$ cat src/rtl/isr_pkg.sv
`timescale 1ns/1ps
package isr_pkg;

    localparam int STAT_W = 32;

    // status bit positions
    localparam int B_INIT   = 0;
    localparam int B_PHY    = 1;
    localparam int B_ALERT  = 2;
    localparam int B_EMPTY  = 3;
    localparam int B_RXSTOP = 4;
    localparam int B_CMPAR  = 5;
    localparam int B_HBPAR  = 6;
    localparam int B_BUSERR = 7;
    localparam int NUM_SRC  = 8;

    typedef enum logic {
        SEL_MASK = 1'b0,
        SEL_CMD  = 1'b1
    } hsel_e;

    typedef struct packed {
        logic [STAT_W-1:0] stat;
        logic [STAT_W-1:0] mask;
        logic              irq;
    } core_st_t;

    typedef struct packed {
        logic [STAT_W-1:0] cmd;
        logic              blocked;
    } gate_st_t;

endpackage

$ cat src/rtl/isr_init_timer.sv
`timescale 1ns/1ps
module isr_init_timer #(
    parameter int INIT_CYCLES = 32768
) (
    input  logic clk,
    input  logic rst_n,
    output logic done_q,
    output logic done_rise
);
    localparam int CNT_W = $clog2(INIT_CYCLES + 1);
    localparam logic [CNT_W-1:0] LAST = CNT_W'(INIT_CYCLES - 1);

    typedef struct packed {
        logic [CNT_W-1:0] cnt;
        logic             done;
    } tmr_t;

    tmr_t st_d, st_q;

    always_comb begin
        st_d = st_q;
        if (!st_q.done) begin
            if (st_q.cnt == LAST) begin
                st_d.done = 1'b1;
            end else begin
                st_d.cnt = st_q.cnt + 1'b1;
            end
        end
    end

    always_ff @(posedge clk or negedge rst_n) begin
        if (!rst_n) begin
            st_q <= '0;
        end else begin
            st_q <= st_d;
        end
    end

    assign done_q    = st_q.done;
    assign done_rise = st_d.done & ~st_q.done;

    AST_INIT_HOLDS: assert property (@(posedge clk) disable iff (!rst_n)
        done_q |=> done_q);
    AST_INIT_CNT_RANGE: assert property (@(posedge clk) disable iff (!rst_n)
        !done_q |-> (st_q.cnt <= LAST));

endmodule

$ cat src/rtl/isr_event_map.sv
`timescale 1ns/1ps
module isr_event_map
    import isr_pkg::*;
#(
    parameter int NUM_POOLS = 4,
    parameter int CNT_W     = 8
) (
    input  logic                       mode_pci,
    input  logic                       phy_evt,
    input  logic                       phy_int_n,
    input  logic [NUM_POOLS*CNT_W-1:0] pool_left,
    input  logic [NUM_POOLS*CNT_W-1:0] pool_alert_lvl,
    input  logic                       rx_stop_done,
    input  logic                       cm_par_err,
    input  logic                       hb_par_err,
    input  logic                       bus_err_n,
    input  logic                       init_rise,
    output logic [STAT_W-1:0]          ev
);
    logic [NUM_POOLS-1:0] over_lvl;
    logic [NUM_POOLS-1:0] is_empty;
    logic                 generic_mode;

    for (genvar p = 0; p < NUM_POOLS; p++) begin : g_pool
        logic [CNT_W-1:0] left_p;
        logic [CNT_W-1:0] lvl_p;
        assign left_p      = pool_left[p*CNT_W +: CNT_W];
        assign lvl_p       = pool_alert_lvl[p*CNT_W +: CNT_W];
        assign over_lvl[p] = left_p > lvl_p;
        assign is_empty[p] = left_p == '0;
    end

    assign generic_mode = ~mode_pci;

    always_comb begin
        ev           = '0;
        ev[B_INIT]   = init_rise;
        ev[B_PHY]    = phy_evt | ~phy_int_n;
        ev[B_ALERT]  = |over_lvl;
        ev[B_EMPTY]  = |is_empty;
        ev[B_RXSTOP] = rx_stop_done;
        ev[B_CMPAR]  = cm_par_err;
        ev[B_HBPAR]  = generic_mode & hb_par_err;
        ev[B_BUSERR] = generic_mode & ~bus_err_n;
    end

endmodule

$ cat src/rtl/isr_status_core.sv
`timescale 1ns/1ps
module isr_status_core
    import isr_pkg::*;
(
    input  logic              clk,
    input  logic              rst_n,
    input  logic [STAT_W-1:0] ev,
    input  logic              stat_rd,
    input  logic              mask_we,
    input  logic [STAT_W-1:0] mask_wdata,
    output logic [STAT_W-1:0] stat_q,
    output logic [STAT_W-1:0] mask_q,
    output logic              irq_q
);
    core_st_t st_d, st_q;
    logic [STAT_W-1:0] kept;

    always_comb begin
        st_d     = st_q;
        kept     = stat_rd ? '0 : st_q.stat;
        st_d.stat = kept | ev;
        if (mask_we) begin
            st_d.mask = mask_wdata;
        end
        st_d.irq = |(st_q.stat & st_q.mask);
    end

    always_ff @(posedge clk or negedge rst_n) begin
        if (!rst_n) begin
            st_q <= '0;
        end else begin
            st_q <= st_d;
        end
    end

    assign stat_q = st_q.stat;
    assign mask_q = st_q.mask;
    assign irq_q  = st_q.irq;

    AST_STICKY_BITS: assert property (@(posedge clk) disable iff (!rst_n)
        !stat_rd |=> ((stat_q & $past(stat_q)) == $past(stat_q)));
    AST_READ_CLEARS: assert property (@(posedge clk) disable iff (!rst_n)
        (stat_rd && ev == '0) |=> (stat_q == '0));
    AST_EVENT_KEPT: assert property (@(posedge clk) disable iff (!rst_n)
        (ev != '0) |=> ((stat_q & $past(ev)) == $past(ev)));
    AST_IRQ_NEEDS_STATUS: assert property (@(posedge clk) disable iff (!rst_n)
        $rose(irq_q) |-> $past(stat_q != '0));
    AST_MASK_LOAD: assert property (@(posedge clk) disable iff (!rst_n)
        mask_we |=> (mask_q == $past(mask_wdata)));

endmodule

$ cat src/rtl/isr_cmd_gate.sv
`timescale 1ns/1ps
module isr_cmd_gate
    import isr_pkg::*;
(
    input  logic              clk,
    input  logic              rst_n,
    input  logic              init_done,
    input  logic              cmd_we,
    input  logic [STAT_W-1:0] cmd_wdata,
    output logic [STAT_W-1:0] cmd_q,
    output logic              blocked_q
);
    gate_st_t st_d, st_q;

    always_comb begin
        st_d = st_q;
        if (cmd_we) begin
            if (init_done) begin
                st_d.cmd = cmd_wdata;
            end else begin
                st_d.blocked = 1'b1;
            end
        end
    end

    always_ff @(posedge clk or negedge rst_n) begin
        if (!rst_n) begin
            st_q <= '0;
        end else begin
            st_q <= st_d;
        end
    end

    assign cmd_q     = st_q.cmd;
    assign blocked_q = st_q.blocked;

    AST_CMD_REFUSED: assert property (@(posedge clk) disable iff (!rst_n)
        (!init_done && cmd_we) |=> ($stable(cmd_q) && blocked_q));
    AST_BLOCK_STICKY: assert property (@(posedge clk) disable iff (!rst_n)
        blocked_q |=> blocked_q);

endmodule

$ cat src/rtl/irq_status_ctrl.sv
`timescale 1ns/1ps
module irq_status_ctrl
    import isr_pkg::*;
#(
    parameter int NUM_POOLS   = 4,
    parameter int CNT_W       = 8,
    parameter int INIT_CYCLES = 32768
) (
    input  logic                       clk,
    input  logic                       rst_n,
    input  logic                       mode_pci,
    input  logic                       phy_evt,
    input  logic                       phy_int_n,
    input  logic [NUM_POOLS*CNT_W-1:0] pool_left,
    input  logic [NUM_POOLS*CNT_W-1:0] pool_alert_lvl,
    input  logic                       rx_stop_done,
    input  logic                       cm_par_err,
    input  logic                       hb_par_err,
    input  logic                       bus_err_n,
    input  logic                       stat_rd,
    output logic [31:0]                stat_rdata,
    input  logic                       hw_en,
    input  logic                       hw_sel,
    input  logic [31:0]                hw_wdata,
    output logic [31:0]                mask_rdata,
    output logic [31:0]                cmd_rdata,
    output logic                       cmd_blocked,
    output logic                       irq
);
    logic              init_done;
    logic              init_rise;
    logic [STAT_W-1:0] ev;
    logic              mask_we;
    logic              cmd_we;

    assign mask_we = hw_en & (hw_sel == SEL_MASK);
    assign cmd_we  = hw_en & (hw_sel == SEL_CMD);

    isr_init_timer #(
        .INIT_CYCLES(INIT_CYCLES)
    ) i_timer (
        .clk      (clk),
        .rst_n    (rst_n),
        .done_q   (init_done),
        .done_rise(init_rise)
    );

    isr_event_map #(
        .NUM_POOLS(NUM_POOLS),
        .CNT_W    (CNT_W)
    ) i_evmap (
        .mode_pci      (mode_pci),
        .phy_evt       (phy_evt),
        .phy_int_n     (phy_int_n),
        .pool_left     (pool_left),
        .pool_alert_lvl(pool_alert_lvl),
        .rx_stop_done  (rx_stop_done),
        .cm_par_err    (cm_par_err),
        .hb_par_err    (hb_par_err),
        .bus_err_n     (bus_err_n),
        .init_rise     (init_rise),
        .ev            (ev)
    );

    isr_status_core i_core (
        .clk       (clk),
        .rst_n     (rst_n),
        .ev        (ev),
        .stat_rd   (stat_rd),
        .mask_we   (mask_we),
        .mask_wdata(hw_wdata),
        .stat_q    (stat_rdata),
        .mask_q    (mask_rdata),
        .irq_q     (irq)
    );

    isr_cmd_gate i_gate (
        .clk      (clk),
        .rst_n    (rst_n),
        .init_done(init_done),
        .cmd_we   (cmd_we),
        .cmd_wdata(hw_wdata),
        .cmd_q    (cmd_rdata),
        .blocked_q(cmd_blocked)
    );

    AST_PCI_NO_BUS_ERR: assert property (@(posedge clk) disable iff (!rst_n)
        (mode_pci && stat_rd) |=> (stat_rdata[B_BUSERR:B_HBPAR] == 2'b00));
    AST_UPPER_ZERO: assert property (@(posedge clk) disable iff (!rst_n)
        stat_rdata[STAT_W-1:NUM_SRC] == '0);
    AST_INIT_BIT_ON_DONE: assert property (@(posedge clk) disable iff (!rst_n)
        $rose(init_done) |-> stat_rdata[B_INIT]);

endmodule

$ cat config.mk
export PLATFORM = sky130hd
export DESIGN_NAME = irq_status_ctrl
export DESIGN_NICKNAME = d
export VERILOG_FILES = /design/src/rtl/isr_pkg.sv /design/src/rtl/isr_init_timer.sv /design/src/rtl/isr_event_map.sv /design/src/rtl/isr_status_core.sv /design/src/rtl/isr_cmd_gate.sv /design/src/rtl/irq_status_ctrl.sv
export SDC_FILE = /design/constraint.sdc
export NUM_CORES = 1
export LEC_CHECK = 0
export ABC_AREA = 1
export BUFFER_PORTS_ARGS = -buffer_cell sky130_fd_sc_hd__buf_2
export CAP_MARGIN = 10
export CORE_MARGIN = 4
export CORE_UTILIZATION = 30
export DETAILED_ROUTE_END_ITERATION = 16
export GPL_ROUTABILITY_DRIVEN = 0
export HOLD_SLACK_MARGIN = 0.1
export PLACE_DENSITY = 0.65
export REMOVE_ABC_BUFFERS = 1
export SYNTH_ARGS = -nofsm -noshare
export SYNTH_HDL_FRONTEND = slang
export SYNTH_SLANG_ARGS = --single-unit
$ cat constraint.sdc
create_clock -name clk -period 1.5 [get_ports clk]
set_clock_uncertainty 0.15 [all_clocks]
set_input_delay 0.15 -clock clk [delete_from_list [all_inputs] [get_ports clk]]
set_output_delay 0.15 -clock clk [all_outputs]
set_load 0.02 [all_outputs]
-- After elaboration in Yosys (flattened, before gate mapping)
Index checks and enable logic that the tools add are counted.
- $add $sub $neg: 1
- $lt $le $gt $ge: 4
- equal/unequal tests: 1
- mux-type cells: 3
- bitwise logic cells: 14
- reductions and logical operators: 10
- operators with widths (cell ; count):
    32-bit bitwise AND ; 1
    8-bit greater-than comparator ; 4
    8-bit logical NOT ; 4
    32-bit two-way mux ; 1
    32-bit by 8-bit bitwise OR with 32-bit output ; 1
    32-bit OR reduction ; 1
    16-bit by 1-bit adder with 16-bit output, second input constant ; 1
    16-bit by 15-bit == test with 1-bit output, second input constant ; 1
    4-bit OR reduction ; 2
    1-bit inverter ; 6
    2-bit AND reduction ; 3
    1-bit bitwise AND ; 5
    1-bit two-way mux ; 2
    1-bit bitwise OR ; 1
- bits in registers: 115
- bits of input ports: 108
- output and inout port bits: 98

-- Longest topological paths before layout
- word-level depth: 5
- gate-level depth with buffers: 13

-- Modules after synthesis
From an unflattened synthesis, not the netlist that was laid out.
- cell total of the unflattened synthesis: 715
- area total of the unflattened synthesis: 6407.4 um2
- by module, submodules not included (module ; times used ; cells an instance ; area each (um2)):
    isr_status_core ; 1 ; 231 ; 2782.7
    isr_cmd_gate ; 1 ; 143 ; 1395.1
    isr_event_map ; 1 ; 196 ; 1183.6
    isr_init_timer ; 1 ; 141 ; 1028.5
    irq_status_ctrl ; 1 ; 4 ; 17.5

-- Worst setup path after synthesis
No wires, ideal clock.
- kind: register -> register
- start: register i_timer.st_q[1] in the netlist's numbering
- end: register i_timer.st_q[9] in the netlist's numbering
- library setup time: 0.117 ns
- arrival: 1.352 ns
- path slack: -0.118 ns
- stages on the path, launching flop included: 10
- path buffers: 1
- clock period less this slack: 1.618 ns
- cell sequence: dfrtp_1 ha_1 nand3_2 nor3_4 nand3_2 nand2_4 inv_4 buf_6 nand3_1 nand2_1
- longest elaborated chain between the ends: 3
- ends and longest elaborated chain (item ; RTL line ; RTL):
    start, declared ; isr_init_timer.sv:18 ; tmr_t st_d, st_q;
    start signal, assigned ; isr_init_timer.sv:35 ; st_q <= st_d;
    branches (longest 3 deep; another with 16-bit by 1-bit adder with 16-bit output) ; - ;
Several ways; the timed one is not identified.
A chain may end at the register's enable or synchronous reset.

-- Worst setup path after layout
- start: register i_timer.st_q[1] in the netlist's numbering
- end: register i_timer.st_q[8] in the netlist's numbering
The elaborated chain is that of the path after synthesis.

==> impl_metrics.ini <==
[outcome]
status = finished with violations
violations = negative setup slack

[power]
ir_worst_vdd_uv = 496
power_mw = 6.10
power_leakage_nw = 3.96
power_density_nw_per_um2 = 842

[yosys]
synth_area_sq_um = 4810
yosys.area_share.simple_pct = 19.5
synthAdderAreaFrac_pct = 8.58
synth_cell_type_count = 32
muxShareOfSynthArea_pct = 0
synth_compound_area_share_pct = 11.0
synthCells = 575
async_flop_share_pct = 100
syn-mean-instance-area_sq_um = 8.37
synthXorXnorAreaFrac_pct = 1.27
ys_ff_latch = 91
synth-edff-count = 0
synth_top_family_by_area = simple AND/OR/NAND/NOR gates
ys.flop_type = dfrtp_1
ys_seq_area_share_pct = 47.3
ys_warn_count = 0

[sta]
drv_slew = 0
rsz0062_at_grt = yes
hold_viol = 0
fmax_ghz = 0.656
min_period_ns = 1.53
setup_viol = 10
period_share_pct = 102
setup_ws_ns = -0.0253

[layout]
area_growth_pct = 50.5
multi_input_area_sq_um = 2130
seqCellArea_sq_um = 2280
layout_commonest_cell = buf_2
n_fill_cell = 1516
drive_above_1_share_pct = 30.0
num-nets-final = 995
postLayoutCellArea_sq_um = 7240
diodes = 0
final_cell_mix = buf_2, nand2_1, dfrtp_1, inv_1

[cts]
cts_buffers = 9
clock-sinks = 91
cts-root-buf = clkbuf_16
clk_pin_slew_worst_paths_ns = 0.07
clk_latency_ns = 0.35
cts_buffer_depth = 2
cts_tree = yes
cts_htree_levels = 3

[floorplan]
die_y_microns = 135
ioPinCount = 206
core_area_sq_um = 15800
rows = 46
dieArea_sq_um = 18100
die_w_microns = 135
initial_core_util_pct = 30.4

[drt]
num_vias = 4653
routed_via_density = 4.33
drc = 0
m1WireLength_microns = 5890
initialDrtViolationCount = 170
wl_per_cell_microns = 13.1
ant_nets = 0
wl_met3_microns = 691
dr.pass1.iters = 4
wl_microns = 14000
wl_met2_microns = 7020
top_layer_used = met4

[placement]
dpl-instance-area_sq_um = 6160
port_buffers = 181
dp_hpwl_microns = 10200

[critical_path]
critPathMaxFanout = 18
rr_startpoint = i_timer.st_q[1]
worst-r2r-cell-count = 8
rrSetupSlack_ns = -0.03
crit_required_ns = 1.59
end_kind = register
path_class = reg2reg
critPathLaunchType = register
r2r-end = i_timer.st_q[8]
cp_data_arrival_time_ns = 1.62

[global_route]
grt_pass1_wl_microns = 23200
track_usage_pct = 16.0
grt_max_degree = 63
grt_pass1_vias = 4768
overflow = 0
grt_antenna_before_repair = 0

[hold_path]
hp-class = in2async

[job]
drv_cap = 0
==> how the worst max path moves through the flow <==
| stage | startpoint | endpoint | slack (ns) |
|---|---|---|---|
| 6_report | i_timer.st_q[1] | i_timer.st_q[8] | -0.03 |
| 2_1_floorplan | i_timer.done_q | i_gate.cmd_q[0] | -0.45 |
| 3_3_place_gp | i_timer.st_q[1] | i_timer.st_q[8] | -0.03 |
| 5_1_grt | i_timer.st_q[1] | i_timer.st_q[8] | -0.14 |
| 3_5_place_dp | i_timer.st_q[2] | i_timer.st_q[16] | -0.06 |
| 4_1_cts | i_timer.st_q[1] | i_timer.st_q[15] | -0.02 |
==> what timing repair did <==
item                                    CTS  global route
pin swaps                                 2             4
buffers inserted                          1             0
hold endpoints to repair                162             1
endpoints found under the setup margin   14            19
gates resized for setup                  11             9
hold buffers                             69             1
==> logic make-up after synthesis <==
group,count (synthesis)
other,1
XOR/XNOR,7
adder cells (fa/ha/maj),33
AO/OA/AOI/OAI,97
AND/OR/NAND/NOR,218
flip-flops,91
buffers and inverters,128
==> state kept, by name (all words and copies together), names as in the netlist <==
name              count
i_timer.done_q        1
i_gate.cmd_q         32
i_gate.blocked_q      1
i_timer.st_q         16
i_core.mask_q        32
i_core.stat_q         8
i_core.irq_q          1
==> layer usage <==
layer / track usage [%] / vias to the layer above
met2: 27.8 / 128
met4: 6.73 / 0
met1: 19.0 / 2149
li1: - / 2338
met3: 3.61 / 38
met5: 0 / -
==> area by class of cell <==
| type | instances | area share (%) |
|---|---|---|
| clock buffer | 10 | 3.16 |
| clock inverter | 6 | 0.968 |
| inverter | 90 | 4.77 |
| multi-input combinational | 379 | 29.5 |
| sequential | 91 | 31.5 |
| tap | 216 | 3.73 |
| timing repair buffer | 283 | 26.5 |
==> Yosys cell counts (all sizes together) (7+ instances only) <==
master	number	share of area, %
buf	26	4.2
o21ai	73	7.8
a21oi	12	1.2
nor3	7	1.2
nand2	163	13
dfrtp	91	47
inv	90	7.1
ha	33	8.6
nand4	7	0.91
nand3	15	1.9
nor4	7	0.91
nor2	17	1.4
clkbuf	12	0.94
==> critical path, cell delays in order (launching register included) <==
cell      delay, ns
dfrtp_1        0.39
ha_4           0.17
nand3_4        0.09
nor3_4         0.15
nand3_2        0.11
nand2_4        0.14
inv_8          0.08
nand3b_1       0.09
nand2_1        0.05
==> per-stage QoR <==
stage / setup WS [ns] / utilization [%] / hold WS (ns) / setup TNS [ns] / cells
after global placement: -0.0251 / 38.9 / -0.0373 / -0.121 / 994
after global routing: -0.143 / 45.8 / 0.149 / -1.93 / 1075
after detailed placement: -0.0576 / 38.9 / -0.0334 / -0.497 / 994
after floorplan: -0.454 / - / -0.296 / -15.48 / 560
after CTS: -0.0219 / 45.6 / 0.113 / -0.151 / 1080
final: -0.0253 / 45.8 / 0.129 / -0.131 / 1075
==> where the power goes <==
group | switching (mW) | internal, mW
clock | 0.987 | 1.31
combinational | 0.650 | 0.494
sequential | 0.0773 | 2.58
total | 1.71 | 4.38
(Power assumes the default switching activity.)
